## config.mk

```make
export PLATFORM = sky130hd
export DESIGN_NAME = irq_trig_bank
export DESIGN_NICKNAME = d
export VERILOG_FILES = /design/src/rtl/irq_trig_pkg.sv /design/src/rtl/irq_line_sampler.sv /design/src/rtl/irq_mode_select.sv /design/src/rtl/irq_trig_regs.sv /design/src/rtl/irq_trig_bank.sv
export SDC_FILE = /design/constraint.sdc
export NUM_CORES = 1
export LEC_CHECK = 0
export BUFFER_PORTS_ARGS = -buffer_cell sky130_fd_sc_hd__buf_2
export CAP_MARGIN = 30
export CORE_UTILIZATION = 45
export DETAILED_ROUTE_END_ITERATION = 7
export GPL_TIMING_DRIVEN = 0
export PLACE_DENSITY = 0.72
export SYNTH_ARGS = -nofsm -noshare
export SYNTH_HDL_FRONTEND = slang
export SYNTH_SLANG_ARGS = --single-unit
```

## constraint.sdc

```tcl
create_clock -name clk -period 3.4 [get_ports clk]
set_input_delay 0.51 -clock clk [delete_from_list [all_inputs] [get_ports clk]]
set_output_delay 0.51 -clock clk [all_outputs]
set_load 0.1 [all_outputs]
```

## src/rtl/irq_trig_pkg.sv

```systemverilog
`timescale 1ns/1ps
package irq_trig_pkg;
   localparam int OFS_EN   = 'h00;
   localparam int OFS_POL  = 'h04;
   localparam int OFS_LVL  = 'h08;
   localparam int OFS_DUAL = 'h0C;
   localparam int OFS_FLAG = 'h10;

   typedef enum logic [2:0] {
      SEL_EN, SEL_POL, SEL_LVL, SEL_DUAL, SEL_FLAG, SEL_NONE
   } reg_sel_e;

   function automatic reg_sel_e decode_addr(input logic [31:0] a);
      case (a)
         32'(OFS_EN):   return SEL_EN;
         32'(OFS_POL):  return SEL_POL;
         32'(OFS_LVL):  return SEL_LVL;
         32'(OFS_DUAL): return SEL_DUAL;
         32'(OFS_FLAG): return SEL_FLAG;
         default:       return SEL_NONE;
      endcase
   endfunction
endpackage

```

## src/rtl/irq_line_sampler.sv

```systemverilog
`timescale 1ns/1ps
module irq_line_sampler #(
   parameter int WIDTH = 32
) (
   input  logic             clk,
   input  logic             rst_n,
   input  logic [WIDTH-1:0] line_in,
   output logic [WIDTH-1:0] rise,
   output logic [WIDTH-1:0] fall
);
   logic [WIDTH-1:0] last_q;

   always_ff @(posedge clk) begin
      if (!rst_n) last_q <= '0;
      else        last_q <= line_in;
   end

   assign rise = line_in & ~last_q;
   assign fall = ~line_in & last_q;
endmodule

```

## src/rtl/irq_mode_select.sv

```systemverilog
`timescale 1ns/1ps
module irq_mode_select #(
   parameter int WIDTH = 32
) (
   input  logic [WIDTH-1:0] pol,
   input  logic [WIDTH-1:0] lvl,
   input  logic [WIDTH-1:0] dual,
   input  logic [WIDTH-1:0] line_in,
   input  logic [WIDTH-1:0] rise,
   input  logic [WIDTH-1:0] fall,
   output logic [WIDTH-1:0] hit
);
   for (genvar i = 0; i < WIDTH; i++) begin : g_bit
      logic level_hit, edge_hit;
      assign level_hit = pol[i] ? line_in[i] : ~line_in[i];
      assign edge_hit  = dual[i] ? (rise[i] | fall[i])
                                 : (pol[i] ? rise[i] : fall[i]);
      assign hit[i]    = lvl[i] ? level_hit : edge_hit;
   end
endmodule

```

## src/rtl/irq_trig_regs.sv

```systemverilog
`timescale 1ns/1ps
module irq_trig_regs
   import irq_trig_pkg::*;
#(
   parameter int WIDTH  = 32,
   parameter int ADDR_W = 5
) (
   input  logic              clk,
   input  logic              rst_n,
   input  logic              reg_wr,
   input  logic [ADDR_W-1:0] reg_addr,
   input  logic [WIDTH-1:0]  reg_wdata,
   input  logic [WIDTH-1:0]  hit,
   output logic [WIDTH-1:0]  en_q,
   output logic [WIDTH-1:0]  pol_q,
   output logic [WIDTH-1:0]  lvl_q,
   output logic [WIDTH-1:0]  dual_q,
   output logic [WIDTH-1:0]  flag_q,
   output logic [WIDTH-1:0]  reg_rdata
);
   reg_sel_e         sel;
   logic [WIDTH-1:0] clr;

   assign sel = decode_addr(32'(reg_addr));
   assign clr = (reg_wr && sel == SEL_FLAG) ? reg_wdata : '0;

   always_ff @(posedge clk) begin
      if (!rst_n) begin
         en_q   <= '0;
         pol_q  <= '1;
         lvl_q  <= '1;
         dual_q <= '0;
         flag_q <= '0;
      end else begin
         if (reg_wr && sel == SEL_EN)   en_q   <= reg_wdata;
         if (reg_wr && sel == SEL_POL)  pol_q  <= reg_wdata;
         if (reg_wr && sel == SEL_LVL)  lvl_q  <= reg_wdata;
         if (reg_wr && sel == SEL_DUAL) dual_q <= reg_wdata;
         flag_q <= (flag_q & ~clr) | hit;
      end
   end

   always_comb begin
      case (sel)
         SEL_EN:   reg_rdata = en_q;
         SEL_POL:  reg_rdata = pol_q;
         SEL_LVL:  reg_rdata = lvl_q;
         SEL_DUAL: reg_rdata = dual_q;
         SEL_FLAG: reg_rdata = flag_q;
         default:  reg_rdata = '0;
      endcase
   end
endmodule

```

## src/rtl/irq_trig_bank.sv

```systemverilog
`timescale 1ns/1ps
module irq_trig_bank #(
   parameter int WIDTH  = 32,
   parameter int ADDR_W = 5
) (
   input  logic              clk,
   input  logic              rst_n,
   input  logic [WIDTH-1:0]  line_in,
   input  logic              reg_wr,
   input  logic [ADDR_W-1:0] reg_addr,
   input  logic [WIDTH-1:0]  reg_wdata,
   output logic [WIDTH-1:0]  reg_rdata,
   output logic              irq_out
);
   logic [WIDTH-1:0] rise, fall, hit;
   logic [WIDTH-1:0] en_q, pol_q, lvl_q, dual_q, flag_q;

   irq_line_sampler #(.WIDTH(WIDTH)) u_samp (
      .clk(clk), .rst_n(rst_n), .line_in(line_in), .rise(rise), .fall(fall)
   );

   irq_mode_select #(.WIDTH(WIDTH)) u_sel (
      .pol(pol_q), .lvl(lvl_q), .dual(dual_q), .line_in(line_in),
      .rise(rise), .fall(fall), .hit(hit)
   );

   irq_trig_regs #(.WIDTH(WIDTH), .ADDR_W(ADDR_W)) u_regs (
      .clk(clk), .rst_n(rst_n), .reg_wr(reg_wr), .reg_addr(reg_addr),
      .reg_wdata(reg_wdata), .hit(hit), .en_q(en_q), .pol_q(pol_q),
      .lvl_q(lvl_q), .dual_q(dual_q), .flag_q(flag_q), .reg_rdata(reg_rdata)
   );

   assign irq_out = |(flag_q & en_q);
endmodule

```

==> metrics, run 1 <==
status=finished with violations; failing checks=setup timing; first-pass GRT wire length=58100 um; worst skew pair latency=0.45 ns; hold crit path type=input port to flop; Setup Skew=0.01582 ns; design area=12440 sq um; Comb pwr share=14.3%; P_leak=0.005232 uW; Mapped Nets=1508; Int Pwr=3691 uW; RePlAce Congestion=1.017; critical path's largest stage delay=0.46 ns; Compound-Gate Fraction of Synth Area=16.59%; Max VDD drop=0.2779 mV; RSZ-0062 raised after global routing=false; vias in the first global route=10340; WL per Instance=20.72 um; CTS Hold Bufs=0; Synth Area in Adders=7.331%; clock power share=40.5%; XOR/XNOR Fraction of Synth Area=2.566%; post-synthesis mux area share=9.164%; max-slew violation count=0; sw frac=29.75%; critical path's slowest cell=clkbuf_1; area grow syn2layout=13.92%; TritonCTS Buffers=17; Mapped Area=10920 sq um; CP Max Fanout=10; Placed Area=11850 sq um; Max Buffers Root-to-Sink=2; die height=157.8 um; Psw=1563 uW; R2R Setup Slk=2.16 ns; clk sinks=192; count of input and output buffers=102; Overflow after GRT=0; largest net degree at the start of global routing=20; Arr. time, crit path=2.91 ns; share of cells above drive strength 1=12.95%; dpl hpwl=27570 um; clock slew at reported path FFs=0.08 ns; GRT Max-Usage Layer=met2; initial DRC count=1404; Vias=10840; clock tree from TritonCTS=yes; post-synth cell types=33; Hold Violations, Final=0; io pins=105; fin util=52.70%; Hold Crit Start=line_in[28]; syn_area_per_cell=7.961 sq um; H-tree Lvls=4; Root Driver=clkbuf_16; Fmax achieved=292.6 MHz; yosys warns=0; Worst EP required=2.89 ns; fin worst setup slack=-0.01762 ns; met2 usage=50.18%; total global-route track usage=31.00%; min Tclk post-route=3.418 ns; Post-Synth Simple-Gate Area=22.67%; PD cells=422.2 nW/um^2; DR vias/cell=5.938; Routed Antenna Nets=0; cell chain of the critical path=buf_2 -> nor3_2 -> clkbuf_1 -> clkbuf_1 -> o21ai_0 -> nand3_1 -> buf_2; initial core utilization=46.26%; kind of critical path=input port to primary output; M3 GR Usage=5.639%; worst hold endpoint=u_samp.last_q[28]; sequential share of the synthesized area=35.19%; worst slew pin tran=0.9248 ns; Cells after Synth=1372; Residual DRC=0; Seq pwr share=45.3%; width of the die=157.8 um; FF-to-FF End=u_regs.flag_q[0]; Fin Setup TNS=-0.01762 ns; initial antenna violation count=1; final wirelength=37840 um; die area=24900 sq um; fin crit share=100.5%; startpoint types=input port; GRT met1 Usage=39.33%; Setup crit end kind=primary output; Min-Delay Path Depth=3; worst reg-to-reg path cell count=5; Final setup viols=1; MaxCap Viol Count=0; reg2reg start=u_samp.last_q[0]; number of synthesized register bits=192; Rel. slew slack=38.35%; First-pass DRT Iterations=6; main combinational cell family by area after synthesis=simple AND/OR/NAND/NOR gates; core area=23610 sq um; # rows=56; NumNets Final=1629
[layout make-up]
class | count | area [sq um]
Antenna cell | 1 | 2.502
Buffer | 107 | 459.2
Clock buffer | 19 | 432.9
Clock inverter | 13 | 160.2
Fill cell | 2289 | 11170
Inverter | 66 | 247.7
Multi-Input combinational cell | 1005 | 6375
Sequential cell | 192 | 3844
Tap cell | 319 | 399.1
Timing Repair Buffer | 104 | 523.0
[worst max path at each step]
stage	start	end	slack, ns	depth (start not counted)
after global routing	reg_addr[4]	reg_rdata[20]	0.0009	7
after global placement	reg_addr[4]	reg_rdata[14]	-0.45	7
final	reg_addr[4]	reg_rdata[20]	-0.02	7
after detailed placement	reg_addr[4]	reg_rdata[20]	-0.35	8
after CTS	reg_addr[3]	reg_rdata[20]	0.05	8
after floorplan	reg_addr[2]	reg_rdata[0]	0.43	6
[metrics by stage]
step,cells,setup WS [ns],hold slack (ns),power (uW)
3_5_place_dp,1795,-0.3451,0.4799,3158
2_1_floorplan,1372,0.4261,0.4520,2870
4_1_cts,1826,0.04858,0.3292,5233
6_report,1826,-0.01762,0.3280,5254
3_3_place_gp,1793,-0.4472,0.4682,3142
5_1_grt,1825,0.0009479,0.3406,5390
[flip-flops by register name (all words and copies together), names as in the netlist]
register and cells:
u_regs.lvl_q 32, u_regs.en_q 32, u_regs.flag_q 32, u_regs.pol_q 32, u_regs.dual_q 32, u_samp.last_q 32
[layer usage]
layer / vias up / wire length [um]
met2: 657 / 17240
met4: 0 / 1559
li1: 5029 / -
met3: 113 / 3564
met5: - / 0
met1: 5043 / 15470
[synth_stat cells, drive strengths merged]
master / count / area, sq um
a21o: 12 / 90.09
nor3b: 32 / 240.2
mux2i: 64 / 640.6
nor4: 1 / 12.51
and3: 40 / 250.2
or4b: 2 / 20.02
nor2: 98 / 370.4
mux2: 32 / 360.4
a22oi: 16 / 120.1
o31ai: 32 / 240.2
xnor2: 32 / 280.3
nor3: 2 / 21.27
a21oi: 84 / 420.4
or4: 22 / 165.2
nand2: 161 / 604.3
nand4: 4 / 25.02
a31oi: 64 / 400.4
and3b: 13 / 113.9
clkinv: 1 / 3.750
buf: 28 / 157.6
dfxtp: 192 / 3844
inv: 65 / 244.0
o21ai: 108 / 540.5
nand2b: 33 / 206.5
nor2b: 1 / 6.260
nand3: 88 / 440.4
ha: 64 / 800.8
clkbuf: 81 / 304.0
[critical path, delay by kind of cell]
kind	cells	cell delay, ns
compound gates	1	0.21
buf+inv	4	1.53
simple gates	2	0.65
[layout by cell type, fill, tap and decap left out, types with 40 or more instances in the layout]
cell and instances:
a21oi_1 84, mux2i_1 64, buf_2 118, o21ai_0 108
nand2_1 161, a31oi_1 64, inv_1 65, clkbuf_1 79
and3_1 40, nand3_1 88, ha_1 64, dfxtp_1 192
nor2_1 97
[power by group through the flow]
| stage | clock, uW | combinational [uW] | sequential (uW) |
|---|---|---|---|
| after floorplan | 0 | 474 | 2400 |
| after global placement | 0 | 719 | 2420 |
| after detailed placement | 0 | 733 | 2430 |
| after CTS | 2120 | 738 | 2370 |
| after global routing | 2200 | 807 | 2380 |
| final | 2130 | 749 | 2380 |
[repair_timing]
| item | in CTS | in global routing |
|---|---|---|
| setup buffers | 0 | 0 |
| gates resized for setup | 4 | 2 |
| endpoints found under the setup margin | 12 | 10 |
[kinds of logic after synthesis]
group | after synthesis
XOR/XNOR | 32
buffers and inverters | 175
AND/OR/NAND/NOR | 497
flip-flops | 192
multiplexers | 96
AO/OA/AOI/OAI | 316
adder cells (fa/ha/maj) | 64
Note: power is estimated with default switching activity, not from simulation.
==> run 2: changes to the inputs <==
--- a/config.mk
+++ b/config.mk
@@ -7,6 +7,7 @@
 export LEC_CHECK = 0
 export BUFFER_PORTS_ARGS = -buffer_cell sky130_fd_sc_hd__buf_2
 export CAP_MARGIN = 30
+export CORE_ASPECT_RATIO = 1.1
 export CORE_UTILIZATION = 45
 export DETAILED_ROUTE_END_ITERATION = 7
 export GPL_TIMING_DRIVEN = 0
==> metrics, run 2 (same netlist as run 1, synthesis figures left out) <==
max-slew violation count=0; Setup crit end kind=primary output; clock slew at reported path FFs=0.08 ns; TritonCTS Buffers=17; PD cells=418.1 nW/um^2; width of the die=150.6 um; kind of critical path=input port to primary output; RePlAce Congestion=0.9987; fin util=52.38%; Overflow after GRT=0; NumNets Final=1631; hold crit path type=input port to flop; clk sinks=192; fin crit share=100.2%; fin worst setup slack=-0.008236 ns; Fmax achieved=293.4 MHz; Residual DRC=0; WL per Instance=20.87 um; Arr. time, crit path=2.90 ns; Final setup viols=1; most used cell along the critical path=buf_2; die height=165.4 um; Hold Violations, Final=0; P_leak=0.005235 uW; clock tree from TritonCTS=yes; design area=12450 sq um; startpoint types=input port; vias in the first global route=10290; H-tree Lvls=4; critical path's largest stage delay=0.53 ns; CP Max Fanout=10; Worst EP required=2.89 ns; status=finished with violations; area grow syn2layout=13.99%; core area=23770 sq um; min Tclk post-route=3.408 ns; worst skew pair latency=0.45 ns; cell chain of the critical path=buf_2 -> or4b_1 -> buf_2 -> buf_2 -> buf_1 -> a21o_1 -> nand3_1 -> buf_2; Max Buffers Root-to-Sink=2; largest net degree at the start of global routing=20; Largest delay share family, worst path=buffers and inverters; Placed Area=11820 sq um; DR vias/cell=6.021; final wirelength=37870 um; Setup Skew=0.01077 ns; initial DRC count=1302; CP bufs+invs=5; Rel. slew slack=36.57%; MaxCap Viol Count=0; Max VDD drop=0.2716 mV; initial antenna violation count=0; commonest non-fill, non-tap cell in the layout=dfxtp_1; most frequent cells in the layout=dfxtp_1 (192), nand2_1 (161), buf_2 (117); First-pass DRT Iterations=6; RSZ-0062 raised after global routing=false; critical path's slowest cell=or4b_1; failing checks=setup timing; total global-route track usage=30.47%; Vias=10930; share of cells above drive strength 1=13.13%; CTS Hold Bufs=0; Root Driver=clkbuf_16; worst slew pin tran=0.9514 ns; # rows=59; io pins=105; first-pass GRT wire length=57150 um; initial core utilization=45.95%; dpl hpwl=27600 um; die area=24900 sq um; Routed Antenna Nets=0; count of input and output buffers=102
run 2: cell count changes in the layout (fill, tap and decap cells not counted), moves of 2 or more:
cell and change:
clkbuf_2 +2, buf_4 +2, clkbuf_8 +2, clkinv_2 -3, clkinvlp_4 +2, clkbuf_1 -2
run 2: worst paths after layout:
path	cells after the start	slack, ns	to	from
min reg2reg	2	0.49	u_regs.dual_q[11]	u_regs.dual_q[11]
max	8	-0.008	reg_rdata[7]	reg_addr[4]
min	3	0.33	u_samp.last_q[28]	line_in[28]
max reg2reg	5	2.16	u_regs.flag_q[0]	u_samp.last_q[0]
run 2: cell type report:
type	instances	area, sq um
diodes	2	5.005
flip-flops and latches	192	3844
fillers	2317	11320
inverters	66	247.7
well taps	305	381.6
repair buffers	105	533.0
multi-input cells	1005	6384
plain buffers	108	465.4
clock buffers	21	460.4
clock inverters	11	130.1
run 2: repair_timing:
action | in CTS | in global routing
endpoints found under the setup margin | 14 | 14
gates resized for setup | 5 | 6
gates cloned | 0 | 0
buffers inserted | 0 | 2
pin swaps | 0 | 1
run 2: layer usage:
layer | global-route usage (%) | routed length, um | vias up
li1 | - | - | 5023
met1 | 39.17 | 15350 | 5149
met2 | 48.72 | 17200 | 629
met3 | 6.841 | 3716 | 128
met4 | 13.31 | 1609 | 0
met5 | 0 | 0 | -
run 2: stage by stage:
| step | instances | hold slack [ns] | setup TNS, ns | total power (uW) | setup slack, ns |
|---|---|---|---|---|---|
| 6_report | 1815 | 0.3297 | -0.008236 | 5205 | -0.008236 |
| 5_1_grt | 1813 | 0.3379 | 0 | 5351 | 0.003574 |
| 4_1_cts | 1811 | 0.3354 | 0 | 5189 | 0.01296 |
| 3_5_place_dp | 1780 | 0.4764 | -3.146 | 3157 | -0.3069 |
| 3_3_place_gp | 1779 | 0.4695 | -4.200 | 3140 | -0.4083 |
| 2_1_floorplan | 1372 | 0.4520 | 0 | 2870 | 0.4261 |
run 2: tightest hold or removal path, cell delays in order:
cell	delay, ns
buf_2	0.12
inv_1	0.07
nor2_1	0.04
run 2: power by group:
part	internal, uW	switching, uW
registers	2310	66.3
clock network	1130	945
logic	217	535
total	3660	1550
